File: config.mk
export PLATFORM = sky130hd
export DESIGN_NAME = mac_client_bridge
export DESIGN_NICKNAME = d
export VERILOG_FILES = /design/src/rtl/mac_client_bridge.sv
export SDC_FILE = /design/constraint.sdc
export NUM_CORES = 1
export LEC_CHECK = 0
export ABC_AREA = 1
export BUFFER_PORTS_ARGS = -buffer_cell sky130_fd_sc_hd__buf_2
export CORE_AREA = 2 2 525 527
export DETAILED_ROUTE_END_ITERATION = 12
export DIE_AREA = 0 0 527 529
export GPL_TIMING_DRIVEN = 0
export SLEW_MARGIN = 25
export SYNTH_ARGS = -nofsm -noshare
export SYNTH_HDL_FRONTEND = slang
export SYNTH_SLANG_ARGS = --single-unit
File: constraint.sdc
create_clock -name clk -period 0.9 [get_ports clk]
set_clock_uncertainty 0.2 [all_clocks]
set_input_delay 0.045 -clock clk [delete_from_list [all_inputs] [get_ports clk]]
set_output_delay 0.045 -clock clk [all_outputs]
set_load 0.02 [all_outputs]
File: src/rtl/mac_client_bridge.sv
module mac_client_bridge #(
  parameter int DATA_W    = 64,
  parameter int PORT_IDX  = 0,
  parameter int NUM_LANES = 8
) (
  input  logic                      clk,
  input  logic                      rst_n,
  input  logic [DATA_W-1:0]         s_tx_tdata,
  input  logic [DATA_W/8-1:0]       s_tx_tkeep,
  input  logic                      s_tx_tvalid,
  input  logic                      s_tx_tlast,
  output logic                      s_tx_tready,
  output logic                      mac_tx_valid,
  output logic                      mac_tx_last,
  input  logic                      mac_tx_ready,
  output logic [64*NUM_LANES-1:0]   mac_tx_lane_data,
  output logic [11*NUM_LANES-1:0]   mac_tx_lane_ctrl,
  input  logic                      mac_rx_valid,
  input  logic                      mac_rx_last,
  input  logic [64*NUM_LANES-1:0]   mac_rx_lane_data,
  input  logic [11*NUM_LANES-1:0]   mac_rx_lane_ctrl,
  output logic [DATA_W-1:0]         m_rx_tdata,
  output logic [DATA_W/8-1:0]       m_rx_tkeep,
  output logic                      m_rx_tvalid,
  output logic                      m_rx_tlast
);
  localparam int LANE_W = 64;
  localparam int CTRL_W = 11;
  localparam int KEEP_W = DATA_W / 8;
  localparam int SEL    = 2 * PORT_IDX;

  assign s_tx_tready  = mac_tx_ready;
  assign mac_tx_valid = s_tx_tvalid;
  assign mac_tx_last  = s_tx_tlast;

  always_comb begin
    mac_tx_lane_data = '0;
    mac_tx_lane_ctrl = '0;
    mac_tx_lane_data[SEL*LANE_W +: DATA_W] = s_tx_tdata;
    mac_tx_lane_ctrl[SEL*CTRL_W +: KEEP_W] = s_tx_tkeep;
  end

  wire [DATA_W-1:0] rx_lane_data = mac_rx_lane_data[SEL*LANE_W +: DATA_W];
  wire [KEEP_W-1:0] rx_lane_keep = mac_rx_lane_ctrl[SEL*CTRL_W +: KEEP_W];
  wire              rx_unused    = ^{mac_rx_lane_data, mac_rx_lane_ctrl};

  always_ff @(posedge clk or negedge rst_n) begin
    if (!rst_n) begin
      m_rx_tvalid <= 1'b0;
      m_rx_tlast  <= 1'b0;
      m_rx_tdata  <= '0;
      m_rx_tkeep  <= '0;
    end else begin
      m_rx_tvalid <= mac_rx_valid;
      m_rx_tlast  <= mac_rx_valid & mac_rx_last;
      if (mac_rx_valid) begin
        m_rx_tdata <= rx_lane_data;
        m_rx_tkeep <= rx_lane_keep;
      end
    end
  end
endmodule

==> qor.yml <==
period_share_pct: 140
maxCapViolations: 0
ctsHtreeMaxLevel: 3
drt_wl_total_um: 39500
status: "finished, violations left"
die_h_um: 529
hold_class: "in2async"
grt_first_pass_wirelength_um: 46100
via_count: 6463
cp_cell_sequence: "buf_12"
numCtsBuffers: 9
holdWs_ps: -651
p_leak_nw: 8.25
worstPathMaxFanout: 2
violations: "negative hold slack, negative setup slack"
cpPeakStageDelay_ps: 420
clock-root-buffer: "clkbuf_16"
die-area_sq_um: 279000
grt_max_degree: 47
rows: 192
path_clk_slew_ps: 80
drt_iter0_drc: 175
routabilityCongestion: 0.695
fp.dieW_um: 527
first_global_vias: 5239
core_region_area_sq_um: 273000
rsz0062_at_grt: "yes"
crit_required_ps: 650
crit_buf_inv: 1
power_density_nw_per_um2: 902
crit_family: "flip-flops"
seq_area_frac_synth_pct: 25.3
grt_usage_pct: 2.61
layout_commonest_cell: "buf_4"
rrSetupSlack_ps: -60
final_nets: 2450
area_delta_synth_final_pct: 129
startpoint_type: "register"
antenna_found_initial: 24
route.antenna.remaining_nets: 0
setup_slack_ps: -360
dp_slack_ps: -761
start_util_pct: 2.69
synth_warnings: 0
final_util_pct: 6.15
synth.cell_area_sq_um: 7330
layout_common_cells: "616 x buf_4, 528 x conb_1, 200 x nand2_1"
ir_drop_mv: 0.752
max_freq_ghz: 0.794
cts_buffer_depth: 2
hold_buffers: 73
cpMaxStageDelayCell: "dfrtp_1"
via_per_inst: 1.20
cts_tree: "done"
drc: 0
final.min_clock_period_ps: 1260
wl_per_cell_um: 7.36
hold_viol_final: 78
timing_worst_setup_path_type: "reg2out"
worst_ep_arrival_time_ps: 1010
finalSetupViolations: 97
drive_gt1_share_pct: 50.6
io_buffers: 224
io_pins: 1356
crit_path_end_kind: "output port"
avgSynthCellArea_sq_um: 8.04
grt-ovfl-total: 0
synth_cells: 912
place_hpwl_um: 35300
clk_latency_ps: 380
drv_slew: 0
ys_ff_latch: 74
dr.pass1.iters: 4
cts_sinks: 74
yosysUniqueCellTypes: 8
==> worst reg2reg max path: stages, from the launching register on <==
cell and delay, ps:
dfrtp_1 400, buf_4 140, nand2_1 50, nand2_1 60
==> registers in the layout, indices dropped and copies added (netlist names) <==
register / flops
m_rx_tvalid: 1
m_rx_tdata: 64
m_rx_tlast: 1
m_rx_tkeep: 8
==> synth_stat cells (all sizes together) <==
library cell	n	area [sq um]
buf	618	4650
nand2	217	815
dfrtp	74	1850
inv	2	7.50
conb	1	3.75
==> layout make-up <==
| type | instances | area [sq um] |
|---|---|---|
| Timing Repair Buffer | 321 | 2630 |
| Buffer | 618 | 4660 |
| Multi-Input combinational cell | 745 | 2840 |
| Clock buffer | 10 | 229 |
| Clock inverter | 6 | 66.3 |
| Inverter | 2 | 10.0 |
| Fill cell | 32100 | 256000 |
| Antenna cell | 4 | 10.0 |
| Tap cell | 3589 | 4490 |
| Sequential cell | 74 | 1850 |
==> path summary, 6_finish.rpt <==
| path | end | from | depth (start not counted) |
|---|---|---|---|
| min in group clk | m_rx_tvalid | mac_rx_valid | 1 |
| max in group asynchronous | m_rx_tkeep[3] | rst_n | 2 |
| setup / recovery | m_rx_tdata[42] | m_rx_tdata[42] | 1 |
| hold reg to reg | m_rx_tdata[14] | m_rx_tdata[14] | 2 |
| setup reg to reg | m_rx_tdata[34] | m_rx_tdata[34] | 3 |
| hold / removal | m_rx_tdata[12] | rst_n | 1 |
==> where the power goes <==
group          internal [mW]  leakage (nW)  switching, mW  total (mW)
logic                   3.10          7.21           4.06        7.16
registers               3.62         0.901          0.234        3.85
clock network           2.16         0.135           1.97        4.13
total                   8.88          8.25           6.27        15.1
==> cells by family after synthesis <==
group,share of synthesized area [%]
buf+inv,63.6
flops,25.3
simple gates,11.1
other cells,0.0511
==> through the flow <==
step | power [mW] | std cells | setup TNS (ps) | instance area, sq um
detailed placement | 10.1 | 5253 | -33870 | 15000
CTS | 15.4 | 5353 | -23920 | 16600
finish | 15.1 | 5369 | -20500 | 16800
floorplan | 8.71 | 1439 | 0 | 9310
global route | 16.0 | 5367 | -24390 | 16800
global placement | 10.1 | 5252 | -146420 | 14900
==> layer usage <==
metal	global-route usage (%)	up-vias	share of wire, %
li1	-	3321	-
met1	1.58	2455	21
met2	5.86	621	61
met3	0.830	56	11
met4	1.92	10	6.0
met5	0	-	0.17
==> timing repair <==
action	4_1_cts	5_1_grt
pin swaps	0	8
endpoints found under the hold margin	148	78
setup endpoints to repair	94	88
setup buffers	11	18
gates resized for setup	166	30
Note: power is estimated with default switching activity, not from simulation.
